File: src/rtl/txdma_pkg.sv
package txdma_pkg;
  localparam int BIT_SOP = 31;
  localparam int BIT_EOP = 30;
  localparam int BIT_OWN = 29;
  localparam int BIT_EOQ = 28;
  localparam int BIT_TDC = 27;
  localparam logic [31:0] TD_MARK = 32'hFFFF_FFFC;

  localparam logic [1:0] SEL_CTRL = 2'd0;
  localparam logic [1:0] SEL_HEAD = 2'd1;
  localparam logic [1:0] SEL_CP   = 2'd2;
  localparam logic [1:0] SEL_TD   = 2'd3;

  typedef enum logic [3:0] {
    E_IDLE, E_RD_MODE, E_RD_NEXT, E_RD_BUF, E_RD_LEN,
    E_CAP_LEN, E_DAT_RD, E_DAT_CAP, E_DAT_OUT, E_WB
  } eng_state_e;
endpackage

File: src/rtl/txdma_regs.sv
module txdma_regs
  import txdma_pkg::*;
#(
  parameter int unsigned CHAN_ID = 0
) (
  input  logic        clk_i,
  input  logic        rst_ni,
  input  logic        reg_wr_i,
  input  logic [1:0]  reg_sel_i,
  input  logic [31:0] reg_wdata_i,
  output logic [31:0] reg_rdata_o,
  input  logic        eng_busy_i,
  input  logic [31:0] eng_cur_i,
  input  logic        done_i,
  input  logic [31:0] done_addr_i,
  input  logic        td_done_i,
  output logic        en_o,
  output logic        start_o,
  output logic [31:0] start_ptr_o,
  output logic        td_req_o,
  output logic        irq_o
);
  logic        en_q, err_q;
  logic [31:0] cp_q, done_q;
  logic        head_wr, cp_wr;

  assign head_wr     = reg_wr_i && (reg_sel_i == SEL_HEAD);
  assign cp_wr       = reg_wr_i && (reg_sel_i == SEL_CP);
  assign start_o     = head_wr && !eng_busy_i && (reg_wdata_i != '0);
  assign start_ptr_o = reg_wdata_i;
  assign td_req_o    = reg_wr_i && (reg_sel_i == SEL_TD) && (reg_wdata_i == 32'(CHAN_ID));
  assign en_o        = en_q;
  assign irq_o       = (cp_q != done_q);

  always_ff @(posedge clk_i or negedge rst_ni) begin
    if (!rst_ni) begin
      en_q   <= 1'b0;
      err_q  <= 1'b0;
      cp_q   <= '0;
      done_q <= '0;
    end else begin
      if (reg_wr_i && (reg_sel_i == SEL_CTRL)) en_q <= reg_wdata_i[0];
      if (head_wr && eng_busy_i) err_q <= 1'b1;
      if (td_done_i)  cp_q <= TD_MARK;
      else if (cp_wr) cp_q <= reg_wdata_i;
      if (td_done_i)    done_q <= TD_MARK;
      else if (done_i)  done_q <= done_addr_i;
    end
  end

  always_comb begin
    unique case (reg_sel_i)
      SEL_CTRL: reg_rdata_o = {31'd0, en_q};
      SEL_HEAD: reg_rdata_o = eng_cur_i;
      SEL_CP:   reg_rdata_o = cp_q;
      default:  reg_rdata_o = {29'd0, irq_o, err_q, eng_busy_i};
    endcase
  end

  // a finished descriptor that software has not acknowledged raises the interrupt
  a_r10_irq_after_done: assert property (@(posedge clk_i) disable iff (!rst_ni)
    (done_i && !td_done_i && !cp_wr && (done_addr_i != cp_q)) |=> irq_o);

  // teardown completion leaves the marker and a quiet interrupt
  a_r11_marker_quiet: assert property (@(posedge clk_i) disable iff (!rst_ni)
    td_done_i |=> (reg_sel_i != SEL_CP || reg_rdata_o == TD_MARK || $past(cp_wr)) && !irq_o);
endmodule

File: src/rtl/txdma_engine.sv
module txdma_engine
  import txdma_pkg::*;
#(
  parameter int unsigned MEM_AW = 8,
  parameter int unsigned LEN_W  = 16
) (
  input  logic              clk_i,
  input  logic              rst_ni,
  input  logic              en_i,
  input  logic              start_i,
  input  logic [31:0]       start_ptr_i,
  input  logic              td_req_i,
  output logic              busy_o,
  output logic [31:0]       cur_o,
  output logic              done_o,
  output logic [31:0]       done_addr_o,
  output logic              td_done_o,
  output logic              mem_en_o,
  output logic              mem_we_o,
  output logic [MEM_AW-1:0] mem_addr_o,
  output logic [31:0]       mem_wdata_o,
  input  logic [31:0]       mem_rdata_i,
  output logic [31:0]       tx_data_o,
  output logic              tx_valid_o,
  output logic              tx_last_o,
  input  logic              tx_ready_i
);
  localparam int unsigned BEAT_W = LEN_W - 1;

  eng_state_e        state_q;
  logic [31:0]       cur_q, mode_q, next_q, dat_q;
  logic              pend_q, td_pend_q, td_now;
  logic [MEM_AW-1:0] wptr_q, cur_word;
  logic [BEAT_W-1:0] left_q, beats;
  logic [LEN_W:0]    len_ext;
  logic [31:0]       wb_mode;

  assign cur_word = cur_q[MEM_AW+1:2];
  assign len_ext  = {1'b0, mem_rdata_i[LEN_W-1:0]} + (LEN_W+1)'(3);
  assign beats    = len_ext[LEN_W:2];
  assign td_now   = td_pend_q | td_req_i;
  assign wb_mode  = {mode_q[BIT_SOP], mode_q[BIT_EOP], 1'b0, (next_q == '0), td_now,
                     mode_q[BIT_TDC-1:0]};

  assign busy_o      = (state_q != E_IDLE) || pend_q;
  assign cur_o       = busy_o ? cur_q : '0;
  assign done_o      = (state_q == E_WB);
  assign done_addr_o = cur_q;
  assign td_done_o   = td_now && ((state_q == E_IDLE) || (state_q == E_WB));
  assign tx_valid_o  = (state_q == E_DAT_OUT);
  assign tx_data_o   = dat_q;
  assign tx_last_o   = tx_valid_o && (left_q == BEAT_W'(1)) && mode_q[BIT_EOP];

  always_comb begin
    mem_en_o    = 1'b0;
    mem_we_o    = 1'b0;
    mem_addr_o  = cur_word;
    mem_wdata_o = wb_mode;
    unique case (state_q)
      E_RD_MODE: begin mem_en_o = 1'b1; mem_addr_o = cur_word + MEM_AW'(3); end
      E_RD_NEXT: begin mem_en_o = 1'b1; mem_addr_o = cur_word; end
      E_RD_BUF:  begin mem_en_o = 1'b1; mem_addr_o = cur_word + MEM_AW'(1); end
      E_RD_LEN:  begin mem_en_o = 1'b1; mem_addr_o = cur_word + MEM_AW'(2); end
      E_DAT_RD:  begin mem_en_o = 1'b1; mem_addr_o = wptr_q; end
      E_WB: begin
        mem_en_o   = 1'b1;
        mem_we_o   = 1'b1;
        mem_addr_o = cur_word + MEM_AW'(3);
      end
      default: ;
    endcase
  end

  always_ff @(posedge clk_i or negedge rst_ni) begin
    if (!rst_ni) begin
      state_q   <= E_IDLE;
      cur_q     <= '0;
      mode_q    <= '0;
      next_q    <= '0;
      dat_q     <= '0;
      wptr_q    <= '0;
      left_q    <= '0;
      pend_q    <= 1'b0;
      td_pend_q <= 1'b0;
    end else begin
      td_pend_q <= td_now && !td_done_o;
      unique case (state_q)
        E_IDLE: begin
          if (start_i) begin
            cur_q  <= start_ptr_i;
            pend_q <= 1'b1;
          end
          if (td_now) pend_q <= 1'b0;
          else if (pend_q && en_i) state_q <= E_RD_MODE;
        end
        E_RD_MODE: state_q <= E_RD_NEXT;
        E_RD_NEXT: begin
          mode_q <= mem_rdata_i;
          if (!mem_rdata_i[BIT_OWN]) begin
            pend_q  <= 1'b0;
            state_q <= E_IDLE;
          end else begin
            state_q <= E_RD_BUF;
          end
        end
        E_RD_BUF: begin
          next_q  <= mem_rdata_i;
          state_q <= E_RD_LEN;
        end
        E_RD_LEN: begin
          wptr_q  <= mem_rdata_i[MEM_AW+1:2];
          state_q <= E_CAP_LEN;
        end
        E_CAP_LEN: begin
          left_q  <= beats;
          state_q <= (beats == '0) ? E_WB : E_DAT_RD;
        end
        E_DAT_RD:  state_q <= E_DAT_CAP;
        E_DAT_CAP: begin
          dat_q   <= mem_rdata_i;
          state_q <= E_DAT_OUT;
        end
        E_DAT_OUT: begin
          if (tx_ready_i) begin
            left_q  <= left_q - BEAT_W'(1);
            wptr_q  <= wptr_q + MEM_AW'(1);
            state_q <= (left_q == BEAT_W'(1)) ? E_WB : E_DAT_RD;
          end
        end
        E_WB: begin
          if (td_now || (next_q == '0)) begin
            pend_q  <= 1'b0;
            state_q <= E_IDLE;
          end else begin
            cur_q   <= next_q;
            state_q <= en_i ? E_RD_MODE : E_IDLE;
          end
        end
        default: state_q <= E_IDLE;
      endcase
    end
  end

  // a beat that is not taken stays put
  a_r4_beat_hold: assert property (@(posedge clk_i) disable iff (!rst_ni)
    (tx_valid_o && !tx_ready_i) |=> (tx_valid_o && $stable(tx_data_o) && $stable(tx_last_o)));

  // last only accompanies a valid beat
  a_r5_last_valid: assert property (@(posedge clk_i) disable iff (!rst_ni)
    tx_last_o |-> tx_valid_o);

  // writeback always returns ownership to software
  a_r3_wb_owner_clear: assert property (@(posedge clk_i) disable iff (!rst_ni)
    mem_we_o |-> !mem_wdata_o[BIT_OWN]);

  // an idle engine neither touches memory nor streams
  a_r2_idle_quiet: assert property (@(posedge clk_i) disable iff (!rst_ni)
    (state_q == E_IDLE) |-> (!mem_en_o && !tx_valid_o));

  // a start is only ever offered to an idle engine
  a_r9_start_idle: assert property (@(posedge clk_i) disable iff (!rst_ni)
    start_i |-> ((state_q == E_IDLE) && !pend_q));
endmodule

File: src/rtl/txdma_chain_top.sv
module txdma_chain_top
  import txdma_pkg::*;
#(
  parameter int unsigned MEM_AW  = 8,
  parameter int unsigned LEN_W   = 16,
  parameter int unsigned CHAN_ID = 0
) (
  input  logic              clk_i,
  input  logic              rst_ni,
  input  logic              reg_wr_i,
  input  logic [1:0]        reg_sel_i,
  input  logic [31:0]       reg_wdata_i,
  output logic [31:0]       reg_rdata_o,
  output logic              mem_en_o,
  output logic              mem_we_o,
  output logic [MEM_AW-1:0] mem_addr_o,
  output logic [31:0]       mem_wdata_o,
  input  logic [31:0]       mem_rdata_i,
  output logic [31:0]       tx_data_o,
  output logic              tx_valid_o,
  output logic              tx_last_o,
  input  logic              tx_ready_i,
  output logic              irq_o
);
  logic        en, start, td_req, busy, done, td_done;
  logic [31:0] start_ptr, cur, done_addr;

  txdma_regs #(.CHAN_ID(CHAN_ID)) u_regs (
    .clk_i       (clk_i),
    .rst_ni      (rst_ni),
    .reg_wr_i    (reg_wr_i),
    .reg_sel_i   (reg_sel_i),
    .reg_wdata_i (reg_wdata_i),
    .reg_rdata_o (reg_rdata_o),
    .eng_busy_i  (busy),
    .eng_cur_i   (cur),
    .done_i      (done),
    .done_addr_i (done_addr),
    .td_done_i   (td_done),
    .en_o        (en),
    .start_o     (start),
    .start_ptr_o (start_ptr),
    .td_req_o    (td_req),
    .irq_o       (irq_o)
  );

  txdma_engine #(.MEM_AW(MEM_AW), .LEN_W(LEN_W)) u_engine (
    .clk_i       (clk_i),
    .rst_ni      (rst_ni),
    .en_i        (en),
    .start_i     (start),
    .start_ptr_i (start_ptr),
    .td_req_i    (td_req),
    .busy_o      (busy),
    .cur_o       (cur),
    .done_o      (done),
    .done_addr_o (done_addr),
    .td_done_o   (td_done),
    .mem_en_o    (mem_en_o),
    .mem_we_o    (mem_we_o),
    .mem_addr_o  (mem_addr_o),
    .mem_wdata_o (mem_wdata_o),
    .mem_rdata_i (mem_rdata_i),
    .tx_data_o   (tx_data_o),
    .tx_valid_o  (tx_valid_o),
    .tx_last_o   (tx_last_o),
    .tx_ready_i  (tx_ready_i)
  );
endmodule

File: config.mk
export PLATFORM = sky130hd
export DESIGN_NAME = txdma_chain_top
export DESIGN_NICKNAME = d
export VERILOG_FILES = /design/src/rtl/txdma_pkg.sv /design/src/rtl/txdma_regs.sv /design/src/rtl/txdma_engine.sv /design/src/rtl/txdma_chain_top.sv
export SDC_FILE = /design/constraint.sdc
export NUM_CORES = 1
export LEC_CHECK = 0
export BUFFER_PORTS_ARGS = -buffer_cell sky130_fd_sc_hd__buf_4
export CORE_MARGIN = 2
export CORE_UTILIZATION = 39
export DETAILED_ROUTE_END_ITERATION = 16
export SLEW_MARGIN = 20
export SYNTH_ARGS = -nofsm -noshare
export SYNTH_HDL_FRONTEND = slang
export SYNTH_SLANG_ARGS = --single-unit
File: constraint.sdc
create_clock -name clk_i -period 4.22 [get_ports clk_i]
set_clock_uncertainty 0.05 [all_clocks]
set_input_delay 0.844 -clock clk_i [delete_from_list [all_inputs] [get_ports clk_i]]
set_output_delay 0.844 -clock clk_i [all_outputs]
set_load 0.01 [all_outputs]
## Word level (Yosys, flattened, before mapping)

Cells that the tools add are included.

| word-level totals | value |
|---|---|
| word-level logic and storage cells | 110 |
| register bits after elaboration | 223 |
| output and inout bits | 109 |
| input bits | 70 |

| cells by class | value |
|---|---|
| muxes and demuxes | 30 |
| equal/unequal tests | 22 |
| reduce and logical (&&, ||, !) cells | 38 |
| bitwise logic cells | 1 |
| add/sub/neg operators | 6 |

Operators by type and width:

| cell | number |
|---|---|
| 2-to-1 mux 32 bit | 7 |
| case mux 32 bit (3 select lines) | 1 |
| logical NOT 32 bit | 2 |
| case mux 32 bit (2 select lines) | 1 |
| case mux 4 bit (10 select lines) | 1 |
| inequality test 32 bit | 1 |
| case mux 8 bit (4 select lines) | 1 |
| nonzero test 32 bit | 1 |
| case mux 15 bit (2 select lines) | 1 |
| 2-to-1 mux 4 bit | 6 |
| adder 16 x 2 -> 17 bit (second input constant) | 1 |
| adder 8 x 1 -> 8 bit (second input constant) | 2 |
| adder 8 x 2 -> 8 bit (second input constant) | 2 |
| == test 4 x 3 -> 1 bit (second input constant) | 4 |
| case mux 8 bit (2 select lines) | 1 |
| == test 15 x 1 -> 1 bit (second input constant) | 1 |
| logical NOT 15 bit | 1 |
| 2-to-1 mux 15 bit | 1 |
| subtractor 15 x 1 -> 15 bit (second input constant) | 1 |
| logical AND 1 bit | 13 |
| inequality test 2 bit (second input constant) | 6 |
| nonzero test 2 bit | 5 |
| == test 4 x 2 -> 1 bit (second input constant) | 2 |
| == test 4 bit (second input constant) | 2 |
| other kinds (21) | 33 |

## Depth between registers and ports, before layout

Gate-level depths: netlist of the first run.

| depth | value |
|---|---|
| depth after elaboration | 8 |
| mapped depth | 9 |
| depth with buffers taken out | 8 |

## By module

From an unflattened synthesis of the first run, not the netlist that was laid out.

| unflattened totals | value |
|---|---|
| cell total of the unflattened synthesis | 1095 |
| area total of the unflattened synthesis | 11627.4 um^2 |

By module, submodules not included:

| module | area an instance (um^2) | times used | sequential area each (um^2) | cells an instance |
|---|---|---|---|---|
| txdma_engine | 7996.4 | 1 | 3853.7 | 771 |
| txdma_regs | 3631.0 | 1 | 1651.6 | 324 |

## Worst setup path after synthesis of the first run

Ideal clock, no wire load.

| timing path | value |
|---|---|
| kind | reg-to-output |
| start point | register u_engine.state_q[2] |
| end point | output port mem_addr_o[6] |
| path slack | 1.230 ns |
| data arrival time | 2.096 ns |
| data required time | 3.326 ns |
| buffers on the path | 2 |
| cell stages (with the launch flop) | 9 |
| cells stage by stage | dfrtp_1 > clkbuf_1 > clkbuf_1 > nor2_1 > inv_1 > fa_1 > or3_1 > o21a_1 > o211ai_1 |

| between the ends | value |
|---|---|
| longest elaborated chain between the ends | 3 |
| elaborated cells between the ends (all ways) | 7 |
| those cells by class | eq/ne (5); mux (1); reduce/logical (1) |

Ends and longest elaborated chain:

| what | line | text |
|---|---|---|
| start, declared | txdma_engine.sv:30 | `eng_state_e state_q;` |
| start signal, assigned | txdma_engine.sv:116 | `state_q <= (beats == '0) ? E_WB : E_DAT_RD;` |
| start signal, assigned | txdma_engine.sv:127 | `state_q <= (left_q == BEAT_W'(1)) ? E_WB : E_DAT_RD;` |
| start signal, assigned | txdma_engine.sv:136 | `state_q <= en_i ? E_RD_MODE : E_IDLE;` |
| == test 4 bit or == test 4 x 1 -> 1 bit (tied branches) | txdma_engine.sv:59 | `unique case (state_q)` |
| OR reduction 2 bit (no line) | - |  |
| case mux 8 bit (4 select lines) (*) | txdma_engine.sv:59 |  |
| end, declared | txdma_chain_top.sv:16 | `output logic [MEM_AW-1:0] mem_addr_o,` |

Mark *: on every way between the ends. The rest lies on a longest branch, timed or not.

## Worst setup path in the final report of the first run

| timing path | value |
|---|---|
| start point | register u_engine.state_q[1] |
| end point | output port reg_rdata_o[30] |

| between the ends | value |
|---|---|
| longest elaborated chain between the ends | 4 |

Ends and longest elaborated chain:

| what | line | text |
|---|---|---|
| nonzero test 4 bit | txdma_engine.sv:45 | `assign busy_o = (state_q != E_IDLE) \|\| pend_q;` |
| logical OR 1 bit | txdma_engine.sv:45 |  |
| 2-to-1 mux 32 bit | txdma_engine.sv:46 | `assign cur_o = busy_o ? cur_q : '0;` |
| case mux 32 bit (3 select lines) | txdma_regs.sv:52 | `unique case (reg_sel_i)` |
| end, declared | txdma_chain_top.sv:13 | `output logic [31:0] reg_rdata_o,` |

Every way passes these cells.

==> results of run 1 <==
## report_power, final
part | leakage (nW) | switching, mW | internal, mW
registers | 2.52 | 0.872 | 3.03
logic | 3.25 | 1.67 | 1.95
clock network | 0.424 | 0.870 | 1.39
total | 6.20 | 3.41 | 6.37
## path summary, 6_finish.rpt
kind / to / slack (ns) / cells past startpoint
max: reg_rdata_o[30] / 0.34 / 8
min: u_engine.left_q[5]$_DFFE_PN0P_ / 0.35 / 1
max reg2reg: u_engine.wptr_q[0]$_DFFE_PN0P_ / 1.22 / 8
min reg2reg: u_regs.err_q$_DFFE_PN0P_ / 0.43 / 1
max in group asynchronous: u_regs.cp_q[8]$_DFFE_PN0P_ / 2.74 / 2
min in group clk_i: u_regs.err_q$_DFFE_PN0P_ / 0.43 / 1
## sequential cells by signal, indices dropped and copies added (netlist names), 4 cells and up
signal / flops
u_engine.done_addr_o: 32
u_engine.left_q: 15
u_engine.mode_q: 29
u_engine.next_q: 32
u_engine.state_q: 4
u_engine.tx_data_o: 32
u_engine.wptr_q: 8
u_regs.cp_q: 32
u_regs.done_q: 32
## synthesized netlist by cell type, types with 3 or more instances
library cell  instances
nand2b_1              5
a31oi_1               5
xor2_1                9
nor4_1               28
a22o_1               29
o21ai_0              30
nand3_1              78
nor3_1               13
mux2_2               96
o22ai_1              10
buf_2                14
buf_4                 3
a21o_1                4
or2_2                 4
mux2i_1               9
xnor2_1              41
o31a_1                3
buf_6                 3
ha_1                  5
nor2b_1               5
clkbuf_1             57
o211ai_1              8
nand4_1              20
nor2_1               37
mux2_4               28
or4_1                 3
and2_1                3
inv_1                15
o31ai_1               3
o221ai_1              3
nor3b_1               4
a21oi_1              32
nand2_1             256
dfrtp_1             220
## cells by family after synthesis
kind of cell	after synthesis
compound gates	153
xor+xnor	50
fa+ha+maj	6
buf+inv	95
flops	220
mux	133
other cells	1
simple gates	470
## stage by stage
step	hold slack, ns	instances	worst slack, ns	util	power (mW)
after floorplan	0.372	1128	1.23	-	5.98
after global placement	0.417	1629	0.898	0.451	7.47
after detailed placement	0.418	1629	0.850	0.451	7.57
after CTS	0.408	1674	0.357	0.481	9.86
after global routing	0.438	1675	0.196	0.481	10.4
final	0.349	1675	0.340	0.481	9.78
## worst max-delay path, cell delays in order (launching register included)
cell and delay, ns:
dfrtp_1 0.52, buf_4 0.25, nor4_1 0.08, nor2b_1 0.20, nand2b_1 0.18, nor2_2 0.55, buf_4 0.36, a22o_1 0.19
buf_4 0.13
## layer usage
metal	routed length, um	vias to the layer above
li1	-	4262
met1	15800	4565
met2	14400	348
met3	2550	49
met4	701	0
met5	0	-
## layout make-up
type	count	area, um2
Fill cell	2741	14800
Timing Repair Buffer	196	1490
Clock inverter	7	110
Tap cell	384	480
Clock buffer	38	744
Sequential cell	220	5510
Multi-Input combinational cell	813	5340
Antenna cell	1	2.50
Inverter	16	60.1
==> flow_metrics.tcl, run 1 <==
set metrics [dict create \
    status "finished, final reports clean" \
    rows 62 \
    vias_per_cell 5.51 \
    tritoncts "yes" \
    core_area_um2 28500 \
    crit_arrival_ns 2.99 \
    grt_overflow 0 \
    num_vias 9224 \
    routedWlPerCell_um 20.0 \
    clockBufferDepth 3 \
    yosys_most_used_dff "dfrtp_1" \
    cts_hold_buf 0 \
    synth_top_cell_by_area "dfrtp_1" \
    use_met1 0.329 \
    ys_ff_latch 220 \
    die_x_um 174 \
    ir_worst_vdd_v 0.000416 \
    startpoint_type "flip-flop" \
    synth_top_family_by_area "simple AND/OR/NAND/NOR gates" \
    synth-compound-area-share 0.0946 \
    syn_nets 1204 \
    setup_viol 0 \
    dieHeight_um 174 \
    grt_start_max_net_pins 100 \
    rsz0062_at_grt "false" \
    cts.sinks 220 \
    cts_max_level 1 \
    synth_area_per_cell_um2 9.95 \
    end_kind "output pin" \
    muxShareOfSynthArea 0.142 \
    dieArea_um2 30200 \
    synth-seq-area-share 0.490 \
    relSlewSlack 0.393 \
    postCtsSetupBuffers 0 \
    ys_types 68 \
    maxCapViolations 0 \
    gp_congestion 0.851 \
    cts_made_buffers 25 \
    nNetsFinal 1348 \
    insertion_delay_ns 0.52 \
    cts-root-buf "clkbuf_16" \
    yosys.area_share.simple 0.190 \
    hold_class "in -> async" \
    min_period_over_period 0.919 \
    hold_viol 0 \
    syn-cell-area_um2 11200 \
    synthAdderAreaFrac 0.00736 \
    yosys.area_share.xor_xnor 0.0390 \
    synth_top_area_share 0.490 \
    worst_pin_slew_ns 0.911 \
    synthCells 1128 \
    ioPinCount 179 \
    clock.fmax_ghz 0.258 \
    dp_hpwl_um 23300 \
    drt-total-wl_um 33400 \
    reg2reg_from "u_engine.state_q[1]$_DFFE_PN0P_" \
    grtUsageMet2 0.323 \
    min_period_ns 3.88 \
    grt_usage 0.219 \
    dr.pass1.iters 5 \
    p_leak_nw 6.20 \
    grt_pass1_vias 9063 \
    io_buffers 177 \
    antenna_found_initial 1 \
    final_cell_mix "nand2_1 (256), dfrtp_1 (220), buf_4 (194)" \
    cts-resized-gates 0 \
    fin_area_um2 13700 \
    path_clk_slew_ns 0.06 \
    drive_gt1_frac 0.295 \
    report.final.slew_viol_count 0 \
    crit_start "u_engine.state_q[1]$_DFFE_PN0P_" \
    met3_usage 0.0439 \
    drc 0 \
    worstPathMaxFanout 17 \
    layout_commonest_cell "nand2_1" \
    power_per_cell_area_nw_per_um2 712 \
    yosys_warnings 0 \
    initialDrtViolationCount 825 \
    synth_edf_count 0 \
    synthArstFlopShare 1.00 \
    ant_nets 0 \
    synth.area.top_cells "dfrtp_1 (49%), mux2_2 (9.6%), nand2_1 (8.6%), mux2_4 (3.7%), nand3_1 (3.5%)" \
    grt_pass1_wl_um 52900 \
    top_usage_layer "met1" \
    crit_type "reg -> out" \
    placed_cell_area_um2 12900 \
    synthToLayoutAreaGrowth_pct 22.3 \
    fin_tns_setup_ns 0 \
    initial_core_util 0.393 \
    crit_required_ns 3.33 \
]
Note: power is estimated with default switching activity, not from simulation.
==> run 2: changes to the inputs <==
--- a/config.mk
+++ b/config.mk
@@ -6,9 +6,9 @@
 export NUM_CORES = 1
 export LEC_CHECK = 0
 export BUFFER_PORTS_ARGS = -buffer_cell sky130_fd_sc_hd__buf_4
-export CORE_MARGIN = 2
 export CORE_UTILIZATION = 39
 export DETAILED_ROUTE_END_ITERATION = 16
+export REMOVE_ABC_BUFFERS = 1
 export SLEW_MARGIN = 20
 export SYNTH_ARGS = -nofsm -noshare
 export SYNTH_HDL_FRONTEND = slang
==> run 2 against run 1 <==
Against the previous run: non-clock buffer count is 3 lower; die area decreased by 2.3%; clock power fell by 9.7%; sequential share of layout area grew 0.39 points; count of clock-buffer cells in the layout rose by 3; sequential cell count is the same; power down 2.8%; cell area down 0.97%.
==> flow_metrics.tcl, run 2 (same netlist as run 1, synthesis figures left out) <==
set metrics [dict create \
    cts_made_buffers 26 \
    seq_power_share 0.409 \
    p_leak_nw 6.12 \
    nNetsFinal 1346 \
    power_per_cell_area_nw_per_um2 699 \
    grt_usage 0.225 \
    grt_pass1_wl_um 51100 \
    ir_worst_vdd_v 0.000450 \
    dp_hpwl_um 22700 \
    grt_start_max_net_pins 110 \
    p_total_mw 9.51 \
    initial_core_util 0.400 \
    pwr-share-comb 0.377 \
    intPower_mw 6.16 \
    relSlewSlack 0.360 \
    power.switching_mw 3.35 \
    clock.fmax_ghz 0.263 \
    dp_slack_ns 0.718 \
    hold_viol 0 \
    min_period_over_period 0.901 \
    drive_gt1_frac 0.286 \
    die_x_um 172 \
    setup_viol 0 \
    core_area_um2 28100 \
    crit_arrival_ns 2.91 \
    cts_max_level 1 \
    reg2reg_setup_slack_ns 1.10 \
    status "finished, final reports clean" \
    antenna_found_initial 0 \
    synthToLayoutAreaGrowth_pct 21.2 \
    hold_class "in -> async" \
    worstPathMaxFanout 15 \
    fin_util 0.484 \
    vias_per_cell 5.42 \
    worst_pin_slew_ns 0.960 \
    crit_required_ns 3.33 \
    grt_overflow 0 \
    io_buffers 177 \
    insertion_delay_ns 0.52 \
    worst_slack_ns 0.418 \
    num_vias 9016 \
    report.final.slew_viol_count 0 \
    gp_congestion 0.860 \
    ioPinCount 179 \
    p_clk_frac 0.214 \
    initialDrtViolationCount 773 \
    cts-root-buf "clkbuf_16" \
    dieArea_um2 29500 \
    layout_commonest_cell "nand2_1" \
    path_clk_slew_ns 0.06 \
    final_cell_mix "nand2_1 (256), dfrtp_1 (220), buf_4 (191)" \
    rows 61 \
    postCtsSetupBuffers 0 \
    dr.pass1.iters 5 \
    sw_frac_of_total 0.352 \
    tritoncts "yes" \
    min_period_ns 3.80 \
    cts_hold_buf 0 \
    clockBufferDepth 3 \
    maxCapViolations 0 \
    end_kind "output pin" \
    cts.sinks 220 \
    drc 0 \
    grt_pass1_vias 8794 \
    dieHeight_um 172 \
    ant_nets 0 \
    finalNonFillerCells 1665 \
    rsz0062_at_grt "false" \
    fin_tns_setup_ns 0 \
    drt-total-wl_um 33000 \
    dp_cells 1620 \
    startpoint_type "flip-flop" \
    routedWlPerCell_um 19.8 \
    crit_type "reg -> out" \
    cts-resized-gates 0 \
]
[run 2: changes by cell type in the layout (fill, tap and decap cells not counted), sizes merged]
| cell | before | now |
|---|---|---|
| clkbuf | 39 | 41 |
| buf | 195 | 193 |
| bufinv | 3 | 0 |
| diode | 1 | 2 |
| clkinv | 4 | 2 |
[run 2: path summary, 6_finish.rpt]
check | from | to | cells past startpoint
hold reg to reg | u_regs.err_q$_DFFE_PN0P_ | u_regs.err_q$_DFFE_PN0P_ | 1
max in group asynchronous | rst_ni | u_regs.cp_q[14]$_DFFE_PN0P_ | 2
hold / removal | rst_ni | u_engine.wptr_q[6]$_DFFE_PN0P_ | 1
setup / recovery | u_engine.state_q[0]$_DFFE_PN0P_ | mem_addr_o[6] | 8
setup reg to reg | u_engine.state_q[0]$_DFFE_PN0P_ | u_regs.done_q[0]$_DFFE_PN0P_ | 6
min in group clk_i | u_regs.err_q$_DFFE_PN0P_ | u_regs.err_q$_DFFE_PN0P_ | 1
[run 2: layer usage]
layer | track usage | up-vias | share of wire
li1 | - | 4244 | -
met1 | 0.323 | 4458 | 0.46
met2 | 0.352 | 274 | 0.46
met3 | 0.0347 | 40 | 0.056
met4 | 0.0571 | 0 | 0.020
met5 | 0 | - | 0
[run 2: power groups by stage]
stage	logic (mW)	clock network (mW)	registers (mW)
2_1_floorplan	2.12	0	3.81
3_3_place_gp	3.57	0	3.86
3_5_place_dp	3.61	0	3.90
4_1_cts	3.63	2.08	3.88
5_1_grt	3.93	2.16	4.03
6_report	3.58	2.04	3.89
[run 2: per-stage QoR]
step | hold slack, ns | instance area (um2)
2_1_floorplan | 0.372 | 10900
3_3_place_gp | 0.390 | 12800
3_5_place_dp | 0.390 | 12800
4_1_cts | 0.386 | 13600
5_1_grt | 0.414 | 13600
6_report | 0.355 | 13600
[run 2: area by class of cell]
class,count,area [um2]
fill,2691,14500
sequential,220,5510
multi-input combinational,813,5340
timing repair buffer,193,1470
clock buffer,41,738
tap,378,473
inverter,16,60.1
clock inverter,2,10.0
antenna,2,5.00
[run 2: critical path: stages, from the launching register on]
cell and delay (ns):
dfrtp_1 0.62, nand2b_1 0.12, nor2_1 0.18, inv_1 0.10, fa_1 0.46, or3_1 0.44
a31oi_1 0.19, o211ai_1 0.11, buf_4 0.16
==> run 3: changes to the inputs <==
--- a/config.mk
+++ b/config.mk
@@ -6,8 +6,10 @@
 export NUM_CORES = 1
 export LEC_CHECK = 0
 export BUFFER_PORTS_ARGS = -buffer_cell sky130_fd_sc_hd__buf_4
-export CORE_UTILIZATION = 39
+export CORE_UTILIZATION = 55
+export CTS_BUF_LIST = sky130_fd_sc_hd__clkbuf_4 sky130_fd_sc_hd__clkbuf_8
 export DETAILED_ROUTE_END_ITERATION = 16
+export PLACE_DENSITY = 0.78
 export REMOVE_ABC_BUFFERS = 1
 export SLEW_MARGIN = 20
 export SYNTH_ARGS = -nofsm -noshare
==> run 3 against run 2 <==
Against the previous run: die area is 29% lower; final cell count is 5.6% lower; maximum frequency is 3.9% lower; core utilization is 20 points higher; sequential power hardly changed; sequential share of layout area is 0.32 points higher; wire length is 6.3% lower; clock power hardly changed; global-route usage is 7.9 points higher; worst hold slack worse by 0.019 ns; count of clock-buffer cells in the layout is 17 higher; critical path depth is 1 lower.
==> flow_metrics.tcl, run 3 (same netlist as run 1, synthesis figures left out) <==
set metrics [dict create \
    status "finished, final reports clean" \
    initial_core_util 0.569 \
    core_area_um2 19700 \
    ir_worst_vdd_v 0.000454 \
    dr.pass1.iters 5 \
    ant_nets 0 \
    min_period_ns 3.96 \
    layout_commonest_cell "nand2_1" \
    p_total_mw 9.49 \
    grt_overflow 0 \
    crit_start "u_engine.state_q[3]$_DFFE_PN0P_" \
    rows 51 \
    register_area_um2 5510 \
    worst_pin_slew_ns 1.04 \
    dp_hpwl_um 21000 \
    grt_start_max_net_pins 111 \
    tritoncts "yes" \
    ioPinCount 179 \
    dieArea_um2 21000 \
    path_clk_slew_ns 0.06 \
    r2r-end "u_engine.left_q[14]$_DFFE_PN0P_" \
    drc 0 \
    nNetsFinal 1357 \
    fill_cells 1556 \
    worstSetupEndpoint "reg_rdata_o[26]" \
    p_clk_frac 0.213 \
    hold_viol 0 \
    rsz0062_at_grt "false" \
    grt_pass1_vias 8920 \
    sw_frac_of_total 0.355 \
    grt_pass1_wl_um 48800 \
    setup_viol 0 \
    worstPathMaxFanout 19 \
    routedWlPerCell_um 19.7 \
    crit_arrival_ns 3.06 \
    intPower_mw 6.12 \
    multi_input_comb_area_um2 5340 \
    report.final.slew_viol_count 0 \
    cts.sinks 220 \
    drive_gt1_frac 0.308 \
    power.switching_mw 3.37 \
    cts-resized-gates 0 \
    pwr-share-comb 0.377 \
    die_x_um 145 \
    maxCapViolations 0 \
    crit_type "reg -> out" \
    min_period_over_period 0.938 \
    holdWs_ns 0.336 \
    cts-root-buf "clkbuf_8" \
    p_leak_nw 6.18 \
    insertion_delay_ns 0.55 \
    io_buffers 177 \
    end_kind "output pin" \
    initialDrtViolationCount 870 \
    vias_per_cell 5.96 \
    rr_worst_depth 7 \
    cts_made_buffers 38 \
    grt_usage 0.304 \
    reg2reg_from "u_engine.state_q[3]$_DFFE_PN0P_" \
    power_per_cell_area_nw_per_um2 703 \
    cts_max_level 2 \
    startpoint_type "flip-flop" \
    num_vias 9366 \
    final_cell_mix "nand2_1 (256), dfrtp_1 (220), buf_4 (190)" \
    relSlewSlack 0.300 \
    reg2reg_setup_slack_ns 1.16 \
    gp_congestion 0.888 \
    drt-total-wl_um 30900 \
    clockBufferDepth 3 \
    seq_power_share 0.409 \
    cts_hold_buf 0 \
    crit_required_ns 3.33 \
    clock.fmax_ghz 0.253 \
    dieHeight_um 145 \
    antenna_found_initial 0 \
    fin_tns_setup_ns 0 \
    synthToLayoutAreaGrowth_pct 20.2 \
    antenna_cells 0 \
    postCtsSetupBuffers 0 \
    fin_util 0.684 \
    hold_class "in -> async" \
]
run 3: layout make-up:
type / count / share of cell area
flip-flops and latches: 220 / 0.408
multi-input cells: 813 / 0.396
repair buffers: 192 / 0.108
clock buffers: 58 / 0.0536
well taps: 265 / 0.0246
clock inverters: 8 / 0.00538
inverters: 16 / 0.00445
run 3: worst max-delay path: stages (launching register included):
cell	delay (ns)
dfrtp_1	0.69
nor4_1	0.18
nor2b_1	0.22
nand2b_1	0.19
nor2_2	0.51
buf_4	0.38
a22o_1	0.21
buf_4	0.13
run 3: routing by layer:
metal  vias to the layer above  track usage  wire (um)
li1                       4280            -          -
met1                      4573        0.433      13200
met2                       458        0.467      14200
met3                        55       0.0566       2630
met4                         0        0.100        790
met5                         -            0          0
run 3: worst min-delay path by stage:
stage               slack [ns]                      from                             end  depth (start not counted)
floorplan                 0.37  u_regs.err_q$_DFFE_PN0P_        u_regs.err_q$_DFFE_PN0P_                          1
finish                    0.34                    rst_ni  u_engine.left_q[4]$_DFFE_PN0P_                          1
global route              0.43  u_regs.err_q$_DFFE_PN0P_        u_regs.err_q$_DFFE_PN0P_                          1
CTS                       0.40                    rst_ni  u_engine.left_q[4]$_DFFE_PN0P_                          1
global placement          0.40  u_regs.err_q$_DFFE_PN0P_        u_regs.err_q$_DFFE_PN0P_                          1
detailed placement        0.39  u_regs.err_q$_DFFE_PN0P_        u_regs.err_q$_DFFE_PN0P_                          1
run 3: power groups by stage:
| stage | Combinational (mW) | Sequential [mW] | Clock (mW) |
|---|---|---|---|
| global placement | 3.50 | 3.83 | 0 |
| global route | 3.92 | 4.01 | 2.15 |
| CTS | 3.59 | 3.86 | 2.05 |
| finish | 3.58 | 3.89 | 2.02 |
| floorplan | 2.12 | 3.81 | 0 |
| detailed placement | 3.58 | 3.89 | 0 |
run 3: metrics by stage:
stage / area (um2) / std cells / setup WS, ns
after floorplan: 10900 / 1049 / -0.346
after global placement: 12700 / 1506 / 0.866
after detailed placement: 12700 / 1506 / 0.740
after CTS: 13500 / 1572 / 0.324
after global routing: 13500 / 1572 / 0.0976
final: 13500 / 1572 / 0.262
